[config.mk]
export PLATFORM = sky130hd
export DESIGN_NAME = wkev_ctl
export DESIGN_NICKNAME = d
export VERILOG_FILES = /design/src/rtl/wkev_pkg.sv /design/src/rtl/wkev_pin_sync.sv /design/src/rtl/wkev_regs.sv /design/src/rtl/wkev_status.sv /design/src/rtl/wkev_route.sv /design/src/rtl/wkev_ctl.sv
export SDC_FILE = /design/constraint.sdc
export NUM_CORES = 1
export LEC_CHECK = 0
export ABC_AREA = 0
export BUFFER_PORTS_ARGS = -buffer_cell sky130_fd_sc_hd__buf_4
export CAP_MARGIN = 40
export CORE_MARGIN = 2
export CORE_UTILIZATION = 42
export DETAILED_ROUTE_END_ITERATION = 10
export GPL_TIMING_DRIVEN = 1
export PLACE_DENSITY_LB_ADDON = 0.15
export SETUP_SLACK_MARGIN = 0.1
export SYNTH_ARGS = -nofsm -noshare
export SYNTH_HDL_FRONTEND = slang
export SYNTH_SLANG_ARGS = --single-unit
[constraint.sdc]
create_clock -name clk -period 0.8 [get_ports clk]
set_input_delay 0.12 -clock clk [delete_from_list [all_inputs] [get_ports clk]]
set_output_delay 0.12 -clock clk [all_outputs]
set_load 0.1 [all_outputs]
[src/rtl/wkev_pkg.sv]
package wkev_pkg;

    localparam int NET_CNT     = 2;
    localparam int TMR_CNT     = 1;
    localparam int PIN_CNT     = 2;
    localparam int SRC_CNT     = NET_CNT + TMR_CNT + PIN_CNT;
    localparam int DATA_W      = 8;
    localparam int ADDR_W      = 2;
    localparam int STATE_W     = 2;
    localparam int SYNC_STAGES = 2;

    // Bit positions of the sources inside the status and mask registers
    localparam int NET_LSB = 0;
    localparam int TMR_LSB = NET_LSB + NET_CNT;
    localparam int PIN_LSB = TMR_LSB + TMR_CNT;

    typedef enum logic [ADDR_W-1:0] {
        REG_STATUS = 2'd0,
        REG_MASK   = 2'd1,
        REG_CTRL   = 2'd2,
        REG_SPARE  = 2'd3
    } reg_sel_e;

    typedef struct packed {
        logic               summary;
        logic [SRC_CNT-1:0] src;
    } stat_t;

    typedef struct packed {
        logic               sum_ie;
        logic [SRC_CNT-1:0] src;
    } mask_t;

    typedef struct packed {
        logic use_state;
        logic route_pme;
    } ctrl_t;

    localparam int STAT_W = $bits(stat_t);
    localparam int CTRL_W = $bits(ctrl_t);

    typedef struct packed {
        logic              sel;
        logic              wr;
        reg_sel_e          addr;
        logic [DATA_W-1:0] wdata;
    } bus_cmd_t;

    function automatic logic [DATA_W-1:0] widen_stat(input stat_t v);
        return DATA_W'(v);
    endfunction

    function automatic logic [DATA_W-1:0] widen_ctrl(input ctrl_t v);
        return DATA_W'(v);
    endfunction

endpackage

[src/rtl/wkev_pin_sync.sv]
module wkev_pin_sync
    import wkev_pkg::*;
#(
    parameter int   LANES       = PIN_CNT,
    parameter int   STAGES      = SYNC_STAGES,
    parameter logic ACTIVE_HIGH = 1'b1
) (
    input  logic             clk,
    input  logic             rst,
    input  logic [LANES-1:0] pin_raw,
    output logic [LANES-1:0] pin_active
);

    localparam logic IDLE_LVL = ~ACTIVE_HIGH;

    for (genvar g = 0; g < LANES; g++) begin : g_lane
        logic [STAGES-1:0] chain;

        always_ff @(posedge clk) begin
            if (rst) begin
                chain <= {STAGES{IDLE_LVL}};
            end else begin
                chain <= {chain[STAGES-2:0], pin_raw[g]};
            end
        end

        assign pin_active[g] = (chain[STAGES-1] == ACTIVE_HIGH);
    end

endmodule

[src/rtl/wkev_regs.sv]
module wkev_regs
    import wkev_pkg::*;
(
    input  logic              clk,
    input  logic              rst,
    input  bus_cmd_t          cmd,
    input  stat_t             stat_q,
    output mask_t             mask_q,
    output ctrl_t             ctrl_q,
    output stat_t             clr_vec,
    output logic [DATA_W-1:0] rdata
);

    logic wr_stat, wr_mask, wr_ctrl;
    logic unused_wbits;

    assign wr_stat = cmd.sel && cmd.wr && (cmd.addr == REG_STATUS);
    assign wr_mask = cmd.sel && cmd.wr && (cmd.addr == REG_MASK);
    assign wr_ctrl = cmd.sel && cmd.wr && (cmd.addr == REG_CTRL);

    assign unused_wbits = ^cmd.wdata[DATA_W-1:STAT_W];

    always_comb begin
        clr_vec = '0;
        if (wr_stat) begin
            clr_vec = stat_t'(cmd.wdata[STAT_W-1:0]);
        end
    end

    always_ff @(posedge clk) begin
        if (rst) begin
            mask_q <= '0;
            ctrl_q <= '0;
        end else begin
            if (wr_mask) mask_q <= mask_t'(cmd.wdata[STAT_W-1:0]);
            if (wr_ctrl) ctrl_q <= ctrl_t'(cmd.wdata[CTRL_W-1:0]);
        end
    end

    always_comb begin
        unique case (cmd.addr)
            REG_STATUS: rdata = widen_stat(stat_q);
            REG_MASK:   rdata = DATA_W'(mask_q);
            REG_CTRL:   rdata = widen_ctrl(ctrl_q);
            default:    rdata = '0;
        endcase
    end

    assert_mask_write_R11: assert property (@(posedge clk) disable iff (rst)
        wr_mask |=> (mask_q == mask_t'($past(cmd.wdata[STAT_W-1:0]))));

    assert_ctrl_write_R11: assert property (@(posedge clk) disable iff (rst)
        wr_ctrl |=> (ctrl_q == ctrl_t'($past(cmd.wdata[CTRL_W-1:0]))));

endmodule

[src/rtl/wkev_status.sv]
module wkev_status
    import wkev_pkg::*;
(
    input  logic               clk,
    input  logic               rst,
    input  logic [SRC_CNT-1:0] evt,
    input  mask_t              mask_q,
    input  ctrl_t              ctrl_q,
    input  stat_t              clr_vec,
    input  logic [STATE_W-1:0] cur_state,
    input  logic [STATE_W-1:0] next_state,
    input  logic               bus_req,
    input  logic               bus_lowpwr,
    output stat_t              stat_q
);

    logic [SRC_CNT-1:0] hit;
    logic               wake_any;
    logic               state_diff;
    logic               bus_new;
    logic               sum_set;
    logic               req_q;
    stat_t              stat_d;

    assign hit        = evt & mask_q.src;
    assign wake_any   = |hit;
    assign state_diff = ctrl_q.use_state && (cur_state != next_state);
    assign bus_new    = bus_req && !req_q && bus_lowpwr;
    assign sum_set    = (wake_any && !ctrl_q.route_pme) || state_diff || bus_new;

    // Setting has priority over a clear written in the same cycle
    always_comb begin
        stat_d.src     = (stat_q.src & ~clr_vec.src) | hit;
        stat_d.summary = (stat_q.summary & ~clr_vec.summary) | sum_set;
    end

    always_ff @(posedge clk) begin
        if (rst) begin
            stat_q <= '0;
            req_q  <= 1'b0;
        end else begin
            stat_q <= stat_d;
            req_q  <= bus_req;
        end
    end

    for (genvar g = 0; g < SRC_CNT; g++) begin : g_chk
        assert_mask_gate_R3: assert property (@(posedge clk) disable iff (rst)
            (!mask_q.src[g] && !stat_q.src[g]) |=> !stat_q.src[g]);

        assert_w1c_R4: assert property (@(posedge clk) disable iff (rst)
            (clr_vec.src[g] && !evt[g]) |=> !stat_q.src[g]);

        assert_event_wins_R5: assert property (@(posedge clk) disable iff (rst)
            (evt[g] && mask_q.src[g]) |=> stat_q.src[g]);
    end

    assert_state_diff_R8: assert property (@(posedge clk) disable iff (rst)
        (ctrl_q.use_state && (cur_state != next_state)) |=> stat_q.summary);

    assert_bus_wake_R9: assert property (@(posedge clk) disable iff (rst)
        (bus_req && !req_q && bus_lowpwr) |=> stat_q.summary);

    assert_sum_clear_R10: assert property (@(posedge clk) disable iff (rst)
        (clr_vec.summary && !wake_any && !state_diff && !bus_req) |=> !stat_q.summary);

endmodule

[src/rtl/wkev_route.sv]
module wkev_route
    import wkev_pkg::*;
(
    input  logic  clk,
    input  logic  rst,
    input  stat_t stat_q,
    input  mask_t mask_q,
    input  ctrl_t ctrl_q,
    output logic  core_irq,
    output logic  pme_out
);

    logic wake_pend;
    logic sum_pend;

    assign wake_pend = |(stat_q.src & mask_q.src);
    assign sum_pend  = stat_q.summary && mask_q.sum_ie;
    assign core_irq  = (wake_pend && !ctrl_q.route_pme) || sum_pend;
    assign pme_out   = wake_pend && ctrl_q.route_pme;

    assert_pme_route_R6: assert property (@(posedge clk) disable iff (rst)
        pme_out |-> ctrl_q.route_pme);

    assert_irq_gate_R10: assert property (@(posedge clk) disable iff (rst)
        (!mask_q.sum_ie && (ctrl_q.route_pme || (stat_q.src == '0))) |-> !core_irq);

endmodule

[src/rtl/wkev_ctl.sv]
module wkev_ctl
    import wkev_pkg::*;
(
    input  logic               clk,
    input  logic               rst,
    input  logic [NET_CNT-1:0] net_magic,
    input  logic               tmr_match,
    input  logic [PIN_CNT-1:0] ext_pin,
    input  logic [STATE_W-1:0] pwr_cur_state,
    input  logic [STATE_W-1:0] pwr_next_state,
    input  logic               sys_bus_req,
    input  logic               sys_bus_lowpwr,
    input  logic               bus_sel,
    input  logic               bus_wr,
    input  logic [ADDR_W-1:0]  bus_addr,
    input  logic [DATA_W-1:0]  bus_wdata,
    output logic [DATA_W-1:0]  bus_rdata,
    output logic               core_irq,
    output logic               pme_out
);

    logic [PIN_CNT-1:0] pin_active;
    logic [SRC_CNT-1:0] evt;
    bus_cmd_t           cmd;
    stat_t              stat_q;
    stat_t              clr_vec;
    mask_t              mask_q;
    ctrl_t              ctrl_q;

    assign cmd.sel   = bus_sel;
    assign cmd.wr    = bus_wr;
    assign cmd.addr  = reg_sel_e'(bus_addr);
    assign cmd.wdata = bus_wdata;

    assign evt[NET_LSB +: NET_CNT] = net_magic;
    assign evt[TMR_LSB]            = tmr_match;
    assign evt[PIN_LSB +: PIN_CNT] = pin_active;

    wkev_pin_sync #(
        .LANES      (PIN_CNT),
        .STAGES     (SYNC_STAGES),
        .ACTIVE_HIGH(1'b1)
    ) pin_sync_i (
        .clk       (clk),
        .rst       (rst),
        .pin_raw   (ext_pin),
        .pin_active(pin_active)
    );

    wkev_regs regs_i (
        .clk    (clk),
        .rst    (rst),
        .cmd    (cmd),
        .stat_q (stat_q),
        .mask_q (mask_q),
        .ctrl_q (ctrl_q),
        .clr_vec(clr_vec),
        .rdata  (bus_rdata)
    );

    wkev_status status_i (
        .clk       (clk),
        .rst       (rst),
        .evt       (evt),
        .mask_q    (mask_q),
        .ctrl_q    (ctrl_q),
        .clr_vec   (clr_vec),
        .cur_state (pwr_cur_state),
        .next_state(pwr_next_state),
        .bus_req   (sys_bus_req),
        .bus_lowpwr(sys_bus_lowpwr),
        .stat_q    (stat_q)
    );

    wkev_route route_i (
        .clk     (clk),
        .rst     (rst),
        .stat_q  (stat_q),
        .mask_q  (mask_q),
        .ctrl_q  (ctrl_q),
        .core_irq(core_irq),
        .pme_out (pme_out)
    );

endmodule

==> flow_metrics.env <==
export IMPL_yosys_area_top_type="dfxtp_1"
export IMPL_htree_levels=1
export IMPL_viasPerCell=5.01
export IMPL_p_sw_frac=0.285
export IMPL_yosys_top_cells_count="19 x dfxtp_1, 14 x mux2i_1, 12 x nor2_1"
export IMPL_synthFlopType="dfxtp_1"
export IMPL_ys_seq_elements=19
export IMPL_violations="negative setup slack"
export IMPL_drtPass1Iterations=4
export IMPL_grt_pass1_wl_um=3950
export IMPL_p_int_mw=1.39
export IMPL_final_nets=176
export IMPL_synth_edff_count=0
export IMPL_layout_drive_gt1_share=0.647
export IMPL_port_buffers=30
export IMPL_dieWidth_um=51.1
export IMPL_diodes=0
export IMPL_postCtsHoldBufs=0
export IMPL_drt_iter0_drc=15
export IMPL_p_per_area_mw_per_mm2=1130
export IMPL_synthTopCellsByArea="dfxtp_1 41%, mux2i_1 15%, nor2_1 4.8%"
export IMPL_cp_slowest_cell="dfxtp_2"
export IMPL_synth_most_common_cell="dfxtp_1"
export IMPL_drc=0
export IMPL_ir_drop_v=0.000847
export IMPL_synth_async_reset_ratio=0
export IMPL_clock_skew_ns=0.00196
export IMPL_pwr_share_seq=0.514
export IMPL_finalWorstSetupSlack_ns=-0.767
export IMPL_netlist_instances=102
export IMPL_gp_congestion=0.776
export IMPL_dp_cells=170
export IMPL_status="finished, violations left"
export IMPL_clk_path_buf_depth=2
export IMPL_worstPathMaxFanout=2
export IMPL_power_frac_comb=0.237
export IMPL_critical_path_cell_chain="a22oi_2, nand4_1, a22o_4, buf_12"
export IMPL_grt_usage=0.203
export IMPL_cts_tree="built"
export IMPL_switchingPower_uw=553
export IMPL_synth_area_per_cell_um2=9.14
export IMPL_dieArea_mm2=0.00261
export IMPL_setup_viol=12
export IMPL_insertion_delay_ns=0.29
export IMPL_critPathRequiredTime_ns=0.68
export IMPL_grt_setup_unrepaired="true"
export IMPL_grt_pass1_vias=905
export IMPL_crit_family="compound AO/OA/AOI/OAI gates"
export IMPL_clockRootBuffer="clkbuf_4"
export IMPL_core_area_mm2=0.00215
export IMPL_hold_viol_final=0
export IMPL_period_minus_slack_ns=1.57
export IMPL_grt_overflow_total=0
export IMPL_finalWirelength_um=2710
export IMPL_p_leak_nw=0.727
export IMPL_syn_to_final_growth_pct=84.7
export IMPL_die_y_um=51.1
export IMPL_avgRoutedWirePerCell_um=15.2
export IMPL_rows=17
export IMPL_cts_sinks=19
export IMPL_fmax_mhz=638
export IMPL_path_clk_slew_ns=0.10
export IMPL_path_buf_inv=1
export IMPL_startpoint_type="flop"
export IMPL_antenna_found_initial=0
export IMPL_dp_hpwl_um=1630
export IMPL_hp_class="primary input to flop"
export IMPL_grt_max_degree=20
export IMPL_slowest_delay_ns=0.34
export IMPL_cp_end_kind="output port"
export IMPL_yosys_warnings=0
export IMPL_power_frac_clock=0.249
export IMPL_synth_yosys_seq_area_share=0.408
export IMPL_synth_distinct_cells=25
export IMPL_drv_slew=0
export IMPL_arrival_ns=1.45
export IMPL_finalSetupTns_ns=-4.88
export IMPL_maxCapViolations=0
export IMPL_numCtsBuffers=3
export IMPL_io_pins=35
export IMPL_critPathKind="flop to output port"
export IMPL_postRouteAntennaNets=0
export IMPL_stdcell_count=178
export IMPL_dr_total_vias=892
export IMPL_start_util=0.434
export IMPL_min_period_over_period=1.96
export IMPL_synth_top_cell_area_share=0.408
export IMPL_syn_area_um2=932
metal layers:
metal | vias up | track usage | routed length [um] | share of wire
li1 | 446 | - | - | -
met1 | 412 | 0.256 | 1180 | 0.44
met2 | 30 | 0.351 | 1400 | 0.52
met3 | 4 | 0.0234 | 92 | 0.034
met4 | 0 | 0.0811 | 36 | 0.013
met5 | - | 0 | 0 | 0
worst register-to-register path, stage by stage, from the launching register on:
cell     delay (ns)
dfxtp_2        0.35
buf_6          0.12
buf_6          0.11
a22oi_2        0.17
a41o_1         0.21
a41oi_2        0.08
cells by family after synthesis:
group / Yosys count / synth area share
mux: 14 / 0.150
buf+inv: 13 / 0.0738
flops: 19 / 0.408
simple gates: 33 / 0.211
other cells: 1 / 0.00402
compound gates: 20 / 0.134
xor+xnor: 2 / 0.0188
final timing paths:
check	from	to	cells after the start	slack (ns)
worst max-delay path	regs_i.mask_q[1]$_SDFFE_PP0P_	core_irq	4	-0.77
worst min-delay path	ext_pin[0]	pin_sync_i.g_lane[0].chain[0]$_SDFF_PP0_	2	0.03
worst max register to register	regs_i.mask_q[3]$_SDFFE_PP0P_	status_i.stat_q[5]$_SDFF_PP0_	5	-0.37
worst min register to register	pin_sync_i.g_lane[1].chain[0]$_SDFF_PP0_	pin_sync_i.g_lane[1].chain[1]$_SDFF_PP0_	1	0.45
stage by stage:
| stage | instance area (um^2) | utilization | power [mW] | worst slack, ns | hold slack [ns] |
|---|---|---|---|---|---|
| 3_5_place_dp | 1380 | 0.641 | 1.39 | -0.514 | 0.336 |
| 4_1_cts | 1630 | 0.757 | 1.92 | -0.735 | 0.0203 |
| 6_report | 1720 | 0.801 | 1.94 | -0.767 | 0.0265 |
| 2_1_floorplan | 1070 | - | 1.26 | -0.416 | 0.248 |
| 5_1_grt | 1720 | 0.801 | 2.01 | -0.839 | 0.0523 |
| 3_3_place_gp | 1380 | 0.641 | 1.39 | -0.469 | 0.334 |
final cells by class:
| type | instances | area (um^2) |
|---|---|---|
| timing repair buffer | 49 | 529 |
| clock buffer | 4 | 26.3 |
| sequential | 19 | 399 |
| multi-input combinational | 71 | 706 |
| tap | 28 | 35.0 |
| inverter | 7 | 26.3 |
| fill | 129 | 427 |
power by group through the flow:
stage	combinational (mW)	sequential, mW	clock (mW)
after detailed placement	0.376	1.01	0
final	0.459	0.997	0.483
after CTS	0.426	0.996	0.496
after global routing	0.486	1.00	0.524
after floorplan	0.242	1.01	0
after global placement	0.371	1.01	0
flip-flops by register name (all words and copies together) (netlist names):
signal,cells
status_i.req_q,1
regs_i.mask_q,6
regs_i.ctrl_q,2
status_i.stat_q,6
pin_sync_i.g_lane.chain,4
cell usage in the layout (no fill, tap or decap), types with 2 or more instances in the layout:
cell / Yosys / routed
a21oi_1: 5 / 2
a21oi_2: 0 / 3
a22oi_2: 0 / 2
buf_12: 0 / 9
buf_4: 3 / 27
buf_6: 1 / 13
clkbuf_4: 0 / 3
conb_1: 1 / 2
dfxtp_1: 19 / 8
dfxtp_2: 0 / 9
dfxtp_4: 0 / 2
inv_1: 7 / 7
mux2i_1: 14 / 7
mux2i_4: 0 / 6
nand2_1: 10 / 4
nand2_2: 0 / 5
nor2_1: 12 / 8
nor2_4: 0 / 4
nor2b_1: 5 / 5
o21ai_0: 8 / 3
o21ai_2: 1 / 4
o21ai_4: 0 / 2
xor2_1: 2 / 2
what timing repair did:
action,in CTS,in global routing
gates resized for setup,48,22
pin swaps,12,11
hold endpoints to repair,0,0
setup buffers,2,5
setup endpoints to repair,21,21
(Power assumes the default switching activity.)
